### config.mk
export PLATFORM = sky130hd
export DESIGN_NAME = irq_mask_ctrl
export DESIGN_NICKNAME = d
export VERILOG_FILES = /design/src/rtl/irq_mask_pkg.sv /design/src/rtl/irq_mask_regs.sv /design/src/rtl/irq_pick.sv /design/src/rtl/irq_mask_ctrl.sv
export SDC_FILE = /design/constraint.sdc
export NUM_CORES = 1
export LEC_CHECK = 0
export ABC_CLOCK_PERIOD_IN_PS = 2400
export CORE_AREA = 2 2 137 139
export DETAILED_ROUTE_END_ITERATION = 8
export DIE_AREA = 0 0 139 141
export DONT_BUFFER_PORTS = 1
export SLEW_MARGIN = 25
export SYNTH_ARGS = -nofsm -noshare
export SYNTH_HDL_FRONTEND = slang
export SYNTH_SLANG_ARGS = --single-unit
### constraint.sdc
create_clock -name clk -period 2.4 [get_ports clk]
set_input_delay 0.12 -clock clk [delete_from_list [all_inputs] [get_ports clk]]
set_output_delay 0.12 -clock clk [all_outputs]
set_load 0.02 [all_outputs]
### src/rtl/irq_mask_pkg.sv
package irq_mask_pkg;
  localparam int unsigned ADDR_W = 8;
  localparam int unsigned DATA_W = 32;

  localparam logic [ADDR_W-1:0] OFS_MASK_HI  = 8'h08;
  localparam logic [ADDR_W-1:0] OFS_MASK_LO  = 8'h0C;
  localparam logic [ADDR_W-1:0] OFS_FORCE_HI = 8'h10;
  localparam logic [ADDR_W-1:0] OFS_FORCE_LO = 8'h14;
  localparam logic [ADDR_W-1:0] OFS_CMD_SET  = 8'h1C;
  localparam logic [ADDR_W-1:0] OFS_CMD_CLR  = 8'h1D;
  localparam logic [ADDR_W-1:0] OFS_ACK      = 8'hE0;

  localparam int unsigned CMD_ALL_BIT = 6;

  typedef struct packed {
    logic mask_hi;
    logic mask_lo;
    logic force_hi;
    logic force_lo;
    logic cmd_set;
    logic cmd_clr;
  } wr_sel_t;
endpackage

### src/rtl/irq_mask_regs.sv
module irq_mask_regs
  import irq_mask_pkg::*;
#(
  parameter int unsigned NSRC = 64,
  localparam int unsigned HALF = NSRC / 2,
  localparam int unsigned IDXW = $clog2(NSRC)
) (
  input  logic              clk,
  input  logic              rst_n,
  input  wr_sel_t           wsel,
  input  logic [DATA_W-1:0] wdata,
  output logic [NSRC-1:0]   mask_o,
  output logic [NSRC-1:0]   force_o
);
  logic            cmd_all;
  logic [IDXW-1:0] cmd_idx;

  assign cmd_all = wdata[CMD_ALL_BIT];
  assign cmd_idx = wdata[IDXW-1:0];

  // One flop per bit: the command index is compared against the bit's own
  // number, so no shifter of any width is needed.
  for (genvar i = 0; i < NSRC; i++) begin : g_bit
    logic hit;
    logic wr_m;
    logic wr_f;
    logic wbit;
    assign hit = cmd_all || (cmd_idx == IDXW'(i));
    if (i >= HALF) begin : g_hi
      assign wr_m = wsel.mask_hi;
      assign wr_f = wsel.force_hi;
      assign wbit = wdata[i-HALF];
    end else begin : g_lo
      assign wr_m = wsel.mask_lo;
      assign wr_f = wsel.force_lo;
      assign wbit = wdata[i];
    end

    always_ff @(posedge clk) begin
      if (!rst_n) begin
        mask_o[i]  <= 1'b1;
        force_o[i] <= 1'b0;
      end else begin
        if (wsel.cmd_set && hit)      mask_o[i] <= 1'b1;
        else if (wsel.cmd_clr && hit) mask_o[i] <= 1'b0;
        else if (wr_m)                mask_o[i] <= wbit;
        if (wr_f)                     force_o[i] <= wbit;
      end
    end
  end
endmodule

### src/rtl/irq_pick.sv
module irq_pick #(
  parameter int unsigned NSRC = 64,
  localparam int unsigned IDXW = $clog2(NSRC)
) (
  input  logic [NSRC-1:0] pend,
  output logic            any_o,
  output logic [IDXW-1:0] idx_o
);
  always_comb begin
    any_o = 1'b0;
    idx_o = '0;
    for (int i = NSRC - 1; i >= 0; i--) begin
      if (pend[i]) begin
        any_o = 1'b1;
        idx_o = IDXW'(i);
      end
    end
  end
endmodule

### src/rtl/irq_mask_ctrl.sv
module irq_mask_ctrl
  import irq_mask_pkg::*;
#(
  parameter int unsigned NSRC     = 64,
  parameter int unsigned VEC_BASE = 64,
  parameter int unsigned SPUR_VEC = 8'h18,
  localparam int unsigned HALF = NSRC / 2,
  localparam int unsigned IDXW = $clog2(NSRC)
) (
  input  logic              clk,
  input  logic              rst_n,
  input  logic [NSRC-1:0]   src,
  input  logic              bus_req,
  input  logic              bus_we,
  input  logic [ADDR_W-1:0] bus_addr,
  input  logic [DATA_W-1:0] bus_wdata,
  output logic              rsp_valid,
  output logic [DATA_W-1:0] rsp_rdata,
  output logic              rsp_err,
  output logic              irq_req
);
  logic [NSRC-1:0]   mask_q;
  logic [NSRC-1:0]   force_q;
  logic [NSRC-1:0]   pend;
  logic              any_pend;
  logic [IDXW-1:0]   act_idx;
  wr_sel_t           wsel;
  logic [DATA_W-1:0] rd_data;
  logic              dec_err;

  always_comb begin
    wsel    = '0;
    rd_data = '0;
    dec_err = 1'b0;
    unique case (bus_addr)
      OFS_MASK_HI:  begin wsel.mask_hi  = bus_we; rd_data = mask_q[NSRC-1:HALF];  end
      OFS_MASK_LO:  begin wsel.mask_lo  = bus_we; rd_data = mask_q[HALF-1:0];     end
      OFS_FORCE_HI: begin wsel.force_hi = bus_we; rd_data = force_q[NSRC-1:HALF]; end
      OFS_FORCE_LO: begin wsel.force_lo = bus_we; rd_data = force_q[HALF-1:0];    end
      OFS_CMD_SET:  wsel.cmd_set = bus_we;
      OFS_CMD_CLR:  wsel.cmd_clr = bus_we;
      OFS_ACK: begin
        dec_err = bus_we;
        if (!bus_we)
          rd_data = any_pend ? DATA_W'(VEC_BASE) + DATA_W'(act_idx) : DATA_W'(SPUR_VEC);
      end
      default: dec_err = 1'b1;
    endcase
    if (!bus_req) wsel = '0;
    if (!bus_we)  wsel = '0;
  end

  irq_mask_regs #(.NSRC(NSRC)) u_regs (
    .clk    (clk),
    .rst_n  (rst_n),
    .wsel   (wsel),
    .wdata  (bus_wdata),
    .mask_o (mask_q),
    .force_o(force_q)
  );

  assign pend = (src | force_q) & ~mask_q;

  irq_pick #(.NSRC(NSRC)) u_pick (
    .pend (pend),
    .any_o(any_pend),
    .idx_o(act_idx)
  );

  assign irq_req = any_pend;

  always_ff @(posedge clk) begin
    if (!rst_n) begin
      rsp_valid <= 1'b0;
      rsp_rdata <= '0;
      rsp_err   <= 1'b0;
    end else begin
      rsp_valid <= bus_req;
      rsp_rdata <= (bus_req && !bus_we) ? rd_data : '0;
      rsp_err   <= bus_req && dec_err;
    end
  end
endmodule

==> metrics.md, run 1 <==
| Metric | Value |
|---|---|
| Area grow syn2layout | `20.1%` |
| Worst Path Max Fanout | `4` |
| Crit path required time | `2280 ps` |
| Final HPWL DP | `21600 µm` |
| Yosys reg bits | `162` |
| Share of cells above drive strength 1 | `14.8%` |
| Reg area | `3250 µm²` |
| Congestion Overflow GR | `0` |
| Most used cell, CP | `nand4_1` |
| Placed Cells | `1269` |
| Count of cell types in the netlist | `47` |
| Synthesized netlist cell count | `1065` |
| Worst hold-check path type | `input pin to register` |
| Min Tclk post-route | `2310 ps` |
| Post-DP Area | `9000 µm²` |
| Fmax | `433 MHz` |
| Num Clock Sinks | `162` |
| Status | `finished clean` |
| DRC errors left | `0` |
| Die area | `19600 µm²` |
| CP bufs+invs | `2` |
| Kind of critical path | `register to primary output` |
| CP max stage delay | `420 ps` |
| CTS tree | `done` |
| Max_slew headroom | `52.9%` |
| Final hold viol count | `0` |
| Routed vias/inst | `6.51` |
| Setup Skew | `8.79 ps` |
| Crit share post-route | `96.3%` |
| Num CTS Buffers | `17` |
| Root Driver | `clkbuf_16` |
| Vias in the first global route | `8344` |
| Total of max-cap violations | `0` |
| Power Total | `0.00577 W` |
| Port bufs | `0` |
| Clk pin slew, worst setup/hold paths | `70 ps` |
| Worst setup SP type | `register` |
| Layout Nets | `1212` |
| Crit-path cells | `o21bai_1, buf_4, nand4_1, nor2_2, nand4_1, nor4_4, inv_2` |
| Die Y | `141 µm` |
| First-pass GRT wire length | `49900 µm` |
| Die extent in x | `139 µm` |
| GR Util All Layers | `33.0%` |
| Initial antenna violation count | `0` |
| Crit-path slowest cell | `nor4_4` |
| Clock latency on the worst-skew pair | `440 ps` |
| Post-synth EDFFs | `0` |
| Worst IR Drop VDD | `0.000519 V` |
| Setup Viol. Count Final | `0` |
| Placer Congestion | `1.05` |
| Nature of the critical path endpoint | `primary output` |
| Finished Layout Cells | `1351` |
| Diode count | `0` |
| FFs w/ async S/R, synth | `0%` |
| Family with the most delay on the worst path | `simple AND/OR/NAND/NOR gates` |
| Largest net degree at the start of global routing | `130` |
| Post-DR wirelength/cell | `24.3 µm` |
| Post-Syn Area | `8590 µm²` |
| Number of placement rows | `50` |
| Seq/Total Area, Yosys | `37.8%` |
| Design Area, Final | `10300 µm²` |
| Yosys warns | `0` |
| Post-route antenna net violation count | `0` |
| Multi-input logic area | `5240 µm²` |
| Via Count | `8790` |
| Setup slack after placement | `163 ps` |
| DRT iter0 DRCs | `820` |
| Slew of the pin with the lowest slew margin | `704 ps` |
| CTS Buffer Depth | `2` |
| Power density over the cells | `560 nW/µm²` |
| Setup tns final | `0 ps` |
| PnR worst setup slack | `89.9 ps` |
| Worst path arrival time | `2190 ps` |
| Ports | `143` |
| Fill cells | `1696` |
| Mapped Nets | `1173` |
| Htree depth | `4` |
| Final WL | `32900 µm` |
| Avg Cell Area, Syn | `8.06 µm²` |
| Initial Util | `47.0%` |
| Slew Viols, Final | `0` |
| Total iterations of the first detailed-routing run | `5` |
| Top FF cell, synth | `dfxtp_1` |
| Leak pwr | `4.13 nW` |
| Core ar. | `18300 µm²` |
-- layout by cell type (no fill, tap or decap), types with 3 or more instances in the layout --
master	count
o21bai_4	6
nor4_1	5
inv_1	9
nand4_1	14
dfxtp_2	6
clkinvlp_4	3
buf_4	59
clkinv_4	5
a21boi_0	51
nor2b_1	5
nor2_2	6
a21boi_1	13
dlygate4sd3_1	38
a21oi_1	101
o21bai_2	33
o221ai_1	62
dfxtp_1	156
o211ai_1	5
nor3_1	14
o21ai_0	15
a22oi_1	64
nand2_1	172
and4_1	3
clkbuf_16	17
nor2_1	84
or3_1	3
o21bai_1	24
nand3_1	13
mux2i_1	62
a211o_1	3
nor3_2	4
nand2b_1	10
nand3_2	3
a31oi_1	13
-- worst min-delay path: cells and delay by family --
kind	cells	cell delay [ps]
AND/OR/NAND/NOR	2	180
AO/OA/AOI/OAI	1	120
-- registers in the layout, indices dropped and copies added, names as in the netlist --
register / count
rsp_rdata: 32
u_regs.mask_o: 64
rsp_err: 1
u_regs.force_o: 64
rsp_valid: 1
-- report_power, final --
part	internal (W)	leakage, nW	switching [W]
Combinational	0.000115	2.54	0.000194
Sequential	0.00269	1.31	0.00000492
Clock	0.00155	0.280	0.00122
Total	0.00435	4.13	0.00142
-- final cells by class --
cell class / count / area share, %
multi-input combinational: 812 / 50.8
sequential: 162 / 31.5
timing repair buffer: 100 / 8.71
clock buffer: 18 / 4.16
tap: 234 / 2.84
clock inverter: 14 / 1.54
inverter: 11 / 0.401
-- cell families after synthesis --
logic type	synth area share, %
buffers and inverters	4.07
DFF	37.8
muxes	7.23
AOI/OAI and AO/OA	33.3
and+or+nand+nor	17.6
-- synthesized netlist by cell type (all sizes together), types with 2 or more instances --
cell type	n	share of area, %
a211o	3	0.31
a21boi	64	5.6
a21oi	101	5.9
a22oi	64	5.6
a31oi	13	0.95
and4	4	0.41
buf	6	0.35
clkbuf	74	3.2
dfxtp	162	38
inv	11	0.48
mux2i	62	7.2
nand2	172	7.5
nand2b	10	0.73
nand3	16	0.93
nand4	15	1.2
nor2	90	3.9
nor2b	5	0.36
nor3	18	1.1
nor3b	2	0.23
nor4	6	0.44
o2111ai	3	0.31
o211ai	5	0.44
o21ai	15	0.87
o21ba	2	0.23
o21bai	63	5.8
o221ai	62	6.3
or3	3	0.22
-- stage by stage --
step,hold WS [ps],util (%)
finish,13.0,56.4
global route,32.2,56.4
CTS,1.91,55.2
detailed placement,216,49.3
global placement,215,49.3
floorplan,250,-
-- final timing paths --
path | start | to | slack [ps] | depth (start not counted)
min reg2reg | u_regs.force_o[6] | u_regs.force_o[6] | 480 | 2
max | u_regs.mask_o[45] | irq_req | 90 | 7
max reg2reg | u_regs.mask_o[45] | rsp_rdata[0] | 150 | 9
min | bus_addr[0] | u_regs.mask_o[6] | 10 | 3
-- repair_timing --
action | in CTS | in global routing
setup buffers | 2 | 8
gates resized for setup | 11 | 43
setup endpoints to repair | 1 | 5
hold buffers | 40 | 0
pin swaps | 3 | 20
hold endpoints to repair | 131 | 0
-- layer usage --
metal	GRT usage [%]	routed length [µm]
met1	44.6	13500
met2	52.8	15200
met3	6.76	3250
met4	11.0	861
met5	0	0
Power figures use the tool's default switching activity.
==> run 2: changes to the inputs <==
--- a/config.mk
+++ b/config.mk
@@ -6,10 +6,11 @@
 export NUM_CORES = 1
 export LEC_CHECK = 0
 export ABC_CLOCK_PERIOD_IN_PS = 2400
-export CORE_AREA = 2 2 137 139
+export CORE_AREA = 2 2 119 121
 export DETAILED_ROUTE_END_ITERATION = 8
-export DIE_AREA = 0 0 139 141
+export DIE_AREA = 0 0 121 123
 export DONT_BUFFER_PORTS = 1
+export PLACE_DENSITY = 0.79
 export SLEW_MARGIN = 25
 export SYNTH_ARGS = -nofsm -noshare
 export SYNTH_HDL_FRONTEND = slang
==> metrics.md, run 2 (synthesis gave the netlist of run 1 again) <==
| Metric | Value |
|---|---|
| Total iterations of the first detailed-routing run | `8` |
| Crit path required time | `2280 ps` |
| Htree depth | `4` |
| Nature of the critical path endpoint | `primary output` |
| Vias in the first global route | `8843` |
| Total of max-cap violations | `0` |
| Worst path arrival time | `2250 ps` |
| Top Registers | `u_regs.force_o: 64 flops, u_regs.mask_o: 64 flops, rsp_rdata: 32 flops` |
| Num Clock Sinks | `162` |
| Status | `finished clean` |
| Root Driver | `clkbuf_16` |
| Initial Util | `63.1%` |
| Final WL | `31800 µm` |
| Switching share of power | `22.2%` |
| Number of placement rows | `43` |
| Min Tclk post-route | `2370 ps` |
| Port bufs | `0` |
| Share of cells above drive strength 1 | `13.9%` |
| Largest net degree at the start of global routing | `130` |
| First-pass GRT wire length | `48400 µm` |
| Pint | `0.00461 W` |
| Num CTS Buffers | `17` |
| Switching pwr | `0.00131 W` |
| Fmax | `423 MHz` |
| Area grow syn2layout | `20.9%` |
| Slew of the pin with the lowest slew margin | `978 ps` |
| Worst Path Max Fanout | `3` |
| Sequential fraction of design power | `45.5%` |
| Die Y | `123 µm` |
| Die area | `14900 µm²` |
| Combinational share of power | `5.3%` |
| Worst hold-check path type | `input pin to register` |
| PnR worst setup slack | `33.3 ps` |
| Placer Congestion | `1.08` |
| Power density over the cells | `571 nW/µm²` |
| Ports | `143` |
| Die extent in x | `121 µm` |
| GR Util All Layers | `42.3%` |
| Leak pwr | `4.15 nW` |
| Post-DR wirelength/cell | `24.5 µm` |
| Final hold viol count | `0` |
| Worst IR Drop VDD | `0.000650 V` |
| Clk pin slew, worst setup/hold paths | `60 ps` |
| Util after Layout | `76.2%` |
| CTS Buffer Depth | `2` |
| Crit share post-route | `98.6%` |
| CTS tree | `done` |
| Congestion Overflow GR | `0` |
| Commonest cells after routing, fill and taps aside | `nand2_1, dfxtp_1, a21oi_1, nor2_1, a22oi_1` |
| Setup Skew | `14.8 ps` |
| DRC errors left | `0` |
| Clock power share | `49.2%` |
| Clock latency on the worst-skew pair | `440 ps` |
| Kind of critical path | `register to primary output` |
| DRT iter0 DRCs | `1395` |
| Routed vias/inst | `7.13` |
| Initial antenna violation count | `0` |
| Fill cells | `956` |
| Max_slew headroom | `34.8%` |
| Setup slack after placement | `131 ps` |
| Post-route antenna net violation count | `0` |
| Via Count | `9274` |
| Commonest non-fill, non-tap cell in the layout | `nand2_1` |
| Layout Nets | `1214` |
| Core ar. | `13600 µm²` |
| Final HPWL DP | `20100 µm` |
| RSZ-0062 raised after global routing | `yes` |
| Setup Viol. Count Final | `0` |
| Worst setup SP type | `register` |
| Power Total | `0.00592 W` |
| Slew Viols, Final | `0` |
==> run 2: cell count changes in the layout (fill, tap and decap cells not counted), sizes merged <==
cell         change
clkbuf           +6
clkinv           -6
bufinv           +2
diode            +1
inv              -2
buf              -6
dlygate4sd3      +8
==> run 2: repair_timing <==
item | in CTS | in global routing
endpoints found under the hold margin | 132 | 0
buffers inserted | 2 | 3
resized for setup | 14 | 44
pin swaps | 2 | 15
hold buffers | 48 | 0
endpoints found under the setup margin | 1 | 2
==> run 2: routing by layer <==
layer / track usage, % / up-vias / wire (µm)
met5: 0 / - / 0
met4: 23.3 / 0 / 1750
met3: 13.8 / 156 / 4030
met2: 65.1 / 712 / 14300
met1: 52.5 / 4376 / 11800
li1: - / 4030 / -
==> run 2: final timing paths <==
check	start	end	slack (ps)	cells after the start
setup / recovery	u_regs.force_o[32]	irq_req	30	7
hold / removal	bus_we	rsp_rdata[3]	50	3
setup reg to reg	u_regs.force_o[32]	rsp_rdata[0]	150	8
hold reg to reg	u_regs.force_o[7]	u_regs.force_o[7]	470	2
==> run 2: area by class of cell <==
class | instances | area [µm²] | area share, %
inverters | 11 | 41.3 | 0.398
well taps | 180 | 225 | 2.17
multi-input cells | 812 | 5280 | 50.8
clock buffers | 24 | 472 | 4.55
clock inverters | 8 | 151 | 1.46
diodes | 1 | 2.50 | 0.0241
repair buffers | 102 | 958 | 9.24
flip-flops and latches | 162 | 3250 | 31.3
==> run 2: power groups by stage <==
stage          logic (W)  registers, W  clock network, W
2_1_floorplan   0.000164       0.00276                 0
3_3_place_gp    0.000162       0.00276                 0
3_5_place_dp    0.000163       0.00276                 0
4_1_cts         0.000295       0.00270           0.00291
5_1_grt         0.000326       0.00270           0.00302
6_report        0.000313       0.00270           0.00291
==> run 2: metrics by stage <==
step           setup TNS (ps)  hold WS (ps)  area, µm²  instances
2_1_floorplan               0           250       8590       1065
3_3_place_gp                0           209       8950       1214
3_5_place_dp                0           211       8950       1214
4_1_cts                     0          32.1      10200       1296
5_1_grt                 -26.9          83.4      10400       1299
6_report                    0          51.8      10400       1300
==> run 2: worst max-delay path, cell delays in order (launching register included) <==
cell	delay (ps)
dfxtp_1	330
o21bai_1	260
nand2_1	160
nor3_2	200
nand4_1	240
nor4_4	370
buf_4	180
inv_2	60
